### src/rtl/pcm_unpack_pkg.sv
package pcm_unpack_pkg;

  localparam int WORD_W  = 32;
  localparam int VAL_W   = 16;
  localparam int LANES   = WORD_W / 8;
  localparam int LANE_AW = $clog2(LANES);

  typedef enum logic [1:0] {
    MODE_MONO8    = 2'b00,
    MODE_STEREO8  = 2'b01,
    MODE_MONO16   = 2'b10,
    MODE_STEREO16 = 2'b11
  } pcm_mode_e;

  // Samples one word yields in a given packing mode.
  function automatic logic [2:0] smp_per_word(input pcm_mode_e mode);
    case (mode)
      MODE_MONO8:    return 3'd4;
      MODE_STEREO16: return 3'd1;
      default:       return 3'd2;
    endcase
  endfunction

  // Byte at memory address addr inside the word, given the byte order.
  function automatic logic [7:0] byte_at(input logic [WORD_W-1:0] w,
                                         input logic [LANE_AW-1:0] addr,
                                         input logic le);
    logic [LANE_AW-1:0] lane;
    lane = le ? addr : ~addr;
    return w[{lane, 3'b000} +: 8];
  endfunction

  // Halfword hidx: the lower-addressed byte is MSB for big endian, LSB for little.
  function automatic logic [VAL_W-1:0] half_at(input logic [WORD_W-1:0] w,
                                               input logic hidx,
                                               input logic le);
    logic [7:0] first, second;
    first  = byte_at(w, {hidx, 1'b0}, le);
    second = byte_at(w, {hidx, 1'b1}, le);
    return le ? {second, first} : {first, second};
  endfunction

endpackage

### src/rtl/pcm_word_hold.sv
module pcm_word_hold
  import pcm_unpack_pkg::*;
(
  input  logic              clk,
  input  logic              rst_n,
  input  logic              word_valid_i,
  input  logic [WORD_W-1:0] word_i,
  input  logic              req_i,
  input  logic [2:0]        spw_i,
  output logic              word_ready_o,
  output logic [WORD_W-1:0] word_q,
  output logic [LANE_AW-1:0] idx_q,
  output logic              full_q,
  output logic              load_ev,
  output logic              take_ev,
  output logic              last_ev
);

  assign word_ready_o = !full_q;
  assign load_ev      = word_valid_i && !full_q;
  assign take_ev      = req_i && full_q;
  assign last_ev      = ({1'b0, idx_q} + 3'd1) >= spw_i;

  always_ff @(posedge clk) begin
    if (!rst_n) begin
      word_q <= '0;
      idx_q  <= '0;
      full_q <= 1'b0;
    end else if (load_ev) begin
      word_q <= word_i;
      idx_q  <= '0;
      full_q <= 1'b1;
    end else if (take_ev) begin
      if (last_ev) begin
        full_q <= 1'b0;
        idx_q  <= '0;
      end else begin
        idx_q <= idx_q + 1'b1;
      end
    end
  end

  AST_HOLD_STABLE: assert property (@(posedge clk) disable iff (!rst_n)
    full_q && !(take_ev && last_ev) |=> full_q && $stable(word_q));
  AST_DRAIN_FREES: assert property (@(posedge clk) disable iff (!rst_n)
    take_ev && last_ev |=> !full_q && word_ready_o);
  AST_LOAD_FILLS: assert property (@(posedge clk) disable iff (!rst_n)
    load_ev |=> full_q && (idx_q == '0));

endmodule

### src/rtl/pcm_pair_fmt.sv
module pcm_pair_fmt
  import pcm_unpack_pkg::*;
#(
  parameter int OUT_W = 16
) (
  input  logic [WORD_W-1:0]  word_i,
  input  logic [LANE_AW-1:0] idx_i,
  input  pcm_mode_e          mode_i,
  input  logic               le_i,
  input  logic               flip_i,
  output logic [OUT_W-1:0]   left_o,
  output logic [OUT_W-1:0]   right_o
);

  localparam int PAD_W = OUT_W - VAL_W;

  logic [VAL_W-1:0] l_raw, r_raw, l_val, r_val;

  always_comb begin
    case (mode_i)
      MODE_MONO8: begin
        l_raw = {byte_at(word_i, idx_i, le_i), 8'h00};
        r_raw = l_raw;
      end
      MODE_STEREO8: begin
        l_raw = {byte_at(word_i, {idx_i[0], 1'b0}, le_i), 8'h00};
        r_raw = {byte_at(word_i, {idx_i[0], 1'b1}, le_i), 8'h00};
      end
      MODE_MONO16: begin
        l_raw = half_at(word_i, idx_i[0], le_i);
        r_raw = l_raw;
      end
      default: begin
        l_raw = half_at(word_i, 1'b0, le_i);
        r_raw = half_at(word_i, 1'b1, le_i);
      end
    endcase
    l_val = {l_raw[VAL_W-1] ^ flip_i, l_raw[VAL_W-2:0]};
    r_val = {r_raw[VAL_W-1] ^ flip_i, r_raw[VAL_W-2:0]};
  end

  generate
    if (PAD_W == 0) begin : g_exact
      assign left_o  = l_val;
      assign right_o = r_val;
    end else begin : g_pad
      assign left_o  = {l_val, {PAD_W{1'b0}}};
      assign right_o = {r_val, {PAD_W{1'b0}}};
    end
  endgenerate

endmodule

### src/rtl/pcm_word_unpacker.sv
module pcm_word_unpacker
  import pcm_unpack_pkg::*;
#(
  parameter int OUT_W = 16
) (
  input  logic             clk,
  input  logic             rst_n,
  input  logic             word_valid_i,
  input  logic [31:0]      word_data_i,
  output logic             word_ready_o,
  input  logic [1:0]       mode_i,
  input  logic             little_endian_i,
  input  logic             sign_flip_i,
  input  logic             smp_req_i,
  output logic [2:0]       smp_per_word_o,
  output logic             smp_taken_o,
  output logic [OUT_W-1:0] left_o,
  output logic [OUT_W-1:0] right_o
);

  pcm_mode_e          mode;
  logic [WORD_W-1:0]  hold_word;
  logic [LANE_AW-1:0] hold_idx;
  logic               hold_full, load_ev, take_ev, last_ev;
  logic [OUT_W-1:0]   fmt_l, fmt_r;

  assign mode           = pcm_mode_e'(mode_i);
  assign smp_per_word_o = smp_per_word(mode);

  pcm_word_hold u_hold (
    .clk          (clk),
    .rst_n        (rst_n),
    .word_valid_i (word_valid_i),
    .word_i       (word_data_i),
    .req_i        (smp_req_i),
    .spw_i        (smp_per_word_o),
    .word_ready_o (word_ready_o),
    .word_q       (hold_word),
    .idx_q        (hold_idx),
    .full_q       (hold_full),
    .load_ev      (load_ev),
    .take_ev      (take_ev),
    .last_ev      (last_ev)
  );

  pcm_pair_fmt #(.OUT_W(OUT_W)) u_fmt (
    .word_i  (hold_word),
    .idx_i   (hold_idx),
    .mode_i  (mode),
    .le_i    (little_endian_i),
    .flip_i  (sign_flip_i),
    .left_o  (fmt_l),
    .right_o (fmt_r)
  );

  always_ff @(posedge clk) begin
    if (!rst_n) begin
      left_o      <= '0;
      right_o     <= '0;
      smp_taken_o <= 1'b0;
    end else begin
      smp_taken_o <= take_ev;
      if (take_ev) begin
        left_o  <= fmt_l;
        right_o <= fmt_r;
      end
    end
  end

  AST_TAKE_PULSE: assert property (@(posedge clk) disable iff (!rst_n)
    take_ev |=> smp_taken_o);
  AST_NO_TAKE_EMPTY: assert property (@(posedge clk) disable iff (!rst_n)
    smp_req_i && !hold_full |=> !smp_taken_o && $stable(left_o) && $stable(right_o));
  AST_MONO_DUP: assert property (@(posedge clk) disable iff (!rst_n)
    take_ev && !mode_i[0] |=> left_o == right_o);
  AST_BYTE_LOW_ZERO: assert property (@(posedge clk) disable iff (!rst_n)
    take_ev && !mode_i[1] |=> (left_o[OUT_W-9:0] == '0) && (right_o[OUT_W-9:0] == '0));
  AST_PER_WORD_ONEHOT: assert property (@(posedge clk) disable iff (!rst_n)
    $countones(smp_per_word_o) == 1);

endmodule

### config.mk
export PLATFORM = sky130hd
export DESIGN_NAME = pcm_word_unpacker
export DESIGN_NICKNAME = d
export VERILOG_FILES = /design/src/rtl/pcm_unpack_pkg.sv /design/src/rtl/pcm_word_hold.sv /design/src/rtl/pcm_pair_fmt.sv /design/src/rtl/pcm_word_unpacker.sv
export SDC_FILE = /design/constraint.sdc
export NUM_CORES = 1
export LEC_CHECK = 0
export BUFFER_PORTS_ARGS = -buffer_cell sky130_fd_sc_hd__buf_2
export CELL_PAD_IN_SITES_DETAIL_PLACEMENT = 1
export CELL_PAD_IN_SITES_GLOBAL_PLACEMENT = 1
export CORE_AREA = 2 2 120 93
export DETAILED_ROUTE_END_ITERATION = 8
export DIE_AREA = 0 0 122 95
export PLACE_DENSITY_LB_ADDON = 0.1
export SLEW_MARGIN = 20
export SYNTH_ARGS = -nofsm -noshare
export SYNTH_HDL_FRONTEND = slang
export SYNTH_SLANG_ARGS = --single-unit
export TNS_END_PERCENT = 20
### constraint.sdc
create_clock -name clk -period 2.32 [get_ports clk]
set_input_delay 0.232 -clock clk [delete_from_list [all_inputs] [get_ports clk]]
set_output_delay 0.232 -clock clk [all_outputs]
set_load 0.01 [all_outputs]
==> summary.txt <==
Die
  – Row count: 33
  – Initial Utilization: 40.8%
  – Die Wd: 122 microns
  – Die Area: 0.0116 sq mm
  – DIE HEIGHT: 95 microns
  – Core box area: 0.0105 sq mm
  – Ports: 77

Setup path
  – Worst Path Arrival: 2.35 ns
  – Worst Setup End Kind: flop
  – CP required: 2.54 ns
  – Reg2reg start: u_hold.idx_q[0]
  – WP depth: 6
  – Reg2Reg Setup Slack: 0.19 ns
  – CP Cell Sequence: buf_12 > mux4_2 > mux2i_1 > o21ai_1 > a21oi_1 > nor2_1
  – Crit path to: left_o[3]
  – Critical path buffers and inverters: 1
  – Max Fanout on Critical Path: 27
  – Slowest cell delay on critical path: 0.52 ns
  – CP Class: reg2reg
  – Reg-to-reg endpoint: left_o[3]
  – CP startpoint: u_hold.idx_q[0]
  – Critical Path Start Type: flop
  – Slowest stage cell, crit path: mux4_2
  – CP delay by family, top: multiplexers
  – Worst reg2reg path depth: 6

Min path
  – Hold Crit Class: in2reg

STA
  – Final Hold Vio Count: 0
  – Fmax: 470 MHz
  – Slew Limit Fails: 0
  – Worst Skew: 0.00567 ns
  – Min Tclk post-route: 2.13 ns
  – Final Setup Violations: 0
  – Setup TNS: 0 ns
  – RSZ-0062 raised after global routing: false
  – Fin crit share: 91.6%
  – Worst-Margin Slew: 0.840 ns
  – Worst slew margin: 44.0%

Routing
  – Vias per inst: 5.50
  – DR iter-0 viols: 223
  – Met2 WL: 5820 microns
  – Avg WL per Cell: 18.6 microns
  – Met3 Routed Length: 750 microns
  – DR top layer: met4
  – Routed Antenna Nets: 0
  – 1st-pass router iterations: 4
  – DRC Markers: 0
  – Via count: 3,916
  – Met1 wire length: 6580 microns
  – Detailed-route wire length: 13,200 microns

Layout
  – Storage cell area: 0.00136 sq mm
  – Syn-to-layout area delta: 19.2%
  – Most frequent cells in the layout: nand2_1, buf_2, dfxtp_1
  – Multi-input logic area: 0.00272 sq mm
  – Commonest non-fill, non-tap cell in the layout: nand2_1
  – Share of cells above drive strength 1: 26.2%
  – Final-layout fill cell count: 1,291
  – Fin util: 48.6%
  – Antenna Cells: 0
  – Nets: 615

Logic synthesis
  – Post-synth EDFFs: 0
  – #FFs+latches synth: 68
  – Mapped Area: 0.00429 sq mm
  – Mean post-synth cell area: 8.50 sq um
  – Ys flop type: dfxtp_1
  – Share of the yosys chip area belonging to registers: 31.7%
  – Mapped Cells: 505
  – YS warnings: 0
  – Mapped Nets: 553
  – Post-synth ARST share: 0%
  – Synth unique cells: 43

Power and ir drop
  – Pleak: 2.21 nW
  – Pwr per Cell Area: 646 mW/mm^2
  – Worst VDD drop: 327 uV

Placed design
  – GPL Wtd Cong: 0.859
  – Final HPWL DP: 9660 microns
  – # port buffers: 76

CTS
  – CTS Root Cell: clkbuf_16
  – Clock Pin Slew Worst Setup and Hold Paths: 0.06 ns
  – Clock buffer depth: 2
  – Total CTS buffers: 9
  – Worst skew pair latency: 0.34 ns
  – CTS tree: done
  – H-tree depth: 3
  – CTS sink cnt: 68

Global route
  – GRT Total Usage: 24.6%
  – Largest net degree at the start of global routing: 51
  – First-pass GRT wire length: 21,700 microns
  – Number of global-route vias before repair: 4,042
  – Overflow after GRT: 0
  – Initial antenna violation count: 0

Job
  – Max capacitance violation total: 0

Status
  – Run status: complete, no violations
state kept, by name, indices dropped and copies added (netlist names):
name	count
smp_taken_o	1
u_hold.full_q	1
u_hold.idx_q	2
left_o	16
right_o	16
u_hold.word_q	32
how the worst min path moves through the flow:
| stage | from | end | slack, ns | cells past startpoint |
|---|---|---|---|---|
| after detailed placement | left_o[14] | left_o[14] | 0.45 | 2 |
| after global placement | right_o[11] | right_o[11] | 0.44 | 2 |
| after floorplan | word_data_i[0] | u_hold.word_q[0] | 0.38 | 2 |
| after global routing | word_data_i[22] | u_hold.word_q[22] | 0.15 | 3 |
| final | word_data_i[12] | u_hold.word_q[12] | 0.14 | 3 |
| after CTS | word_data_i[12] | u_hold.word_q[12] | 0.13 | 3 |
area by class of cell:
cell class / count / area share (%)
Clock buffer: 9 / 4.40
Inverter: 8 / 0.587
Clock inverter: 7 / 1.49
Sequential cell: 68 / 26.6
Tap cell: 140 / 3.42
Multi-Input combinational cell: 389 / 53.1
Timing Repair Buffer: 91 / 10.4
synth_stat cells, drive strengths merged, types with 13 or more instances:
cell	number	area, sq um
a211oi	13	97.6
a21boi	33	248
a21oi	22	110
and2	16	100
buf	14	98.8
clkbuf	26	97.6
dfxtp	68	1360
mux2	23	259
mux2i	30	300
mux4	16	360
nand2	122	458
nor2	20	75.1
o21ai	38	190
stage by stage:
step	area (sq um)	hold slack (ns)	instances	worst slack, ns	power, mW
2_1_floorplan	4290	0.377	505	0.404	1.71
3_3_place_gp	4800	0.437	696	0.182	1.90
3_5_place_dp	4800	0.446	696	0.0874	1.92
4_1_cts	5110	0.129	712	0.0608	3.35
5_1_grt	5120	0.151	712	0.0849	3.46
6_report	5120	0.143	712	0.194	3.31
where the power goes:
group / total, mW / switching [mW] / internal [mW]
clock: 1.41 / 0.575 / 0.838
sequential: 1.32 / 0.0843 / 1.23
combinational: 0.577 / 0.315 / 0.262
total: 3.31 / 0.974 / 2.33
metal layers:
| metal | vias to the layer above | track usage, % |
|---|---|---|
| li1 | 1919 | - |
| met1 | 1896 | 35.7 |
| met2 | 96 | 38.2 |
| met3 | 5 | 5.01 |
| met4 | 0 | 4.02 |
| met5 | - | 0 |
worst register-to-register path, stage by stage, from the launching register on:
cell and delay (ns):
dfxtp_1 0.47, buf_12 0.24, mux4_2 0.53, mux2i_1 0.31, o21ai_1 0.16, a21oi_1 0.23, nor2_1 0.08
kinds of logic (layout without fill, tap and decap cells):
| group | Yosys count | after routing | synth area share [%] |
|---|---|---|---|
| AO/OA/AOI/OAI | 135 | 135 | 21.0 |
| XOR/XNOR | 3 | 3 | 0.787 |
| adder cells (fa/ha/maj) | 8 | 8 | 2.33 |
| buffers and inverters | 48 | 115 | 5.28 |
| flip-flops | 68 | 68 | 31.7 |
| multiplexers | 69 | 69 | 21.4 |
| AND/OR/NAND/NOR | 174 | 174 | 17.4 |
repair_timing:
| item | in CTS | in global routing |
|---|---|---|
| setup buffers | 0 | 0 |
| setup endpoints to repair | 0 | 8 |
| hold buffers | 0 | 0 |
| gates resized for setup | 0 | 1 |
No activity file was read; power rests on OpenSTA's default activity.
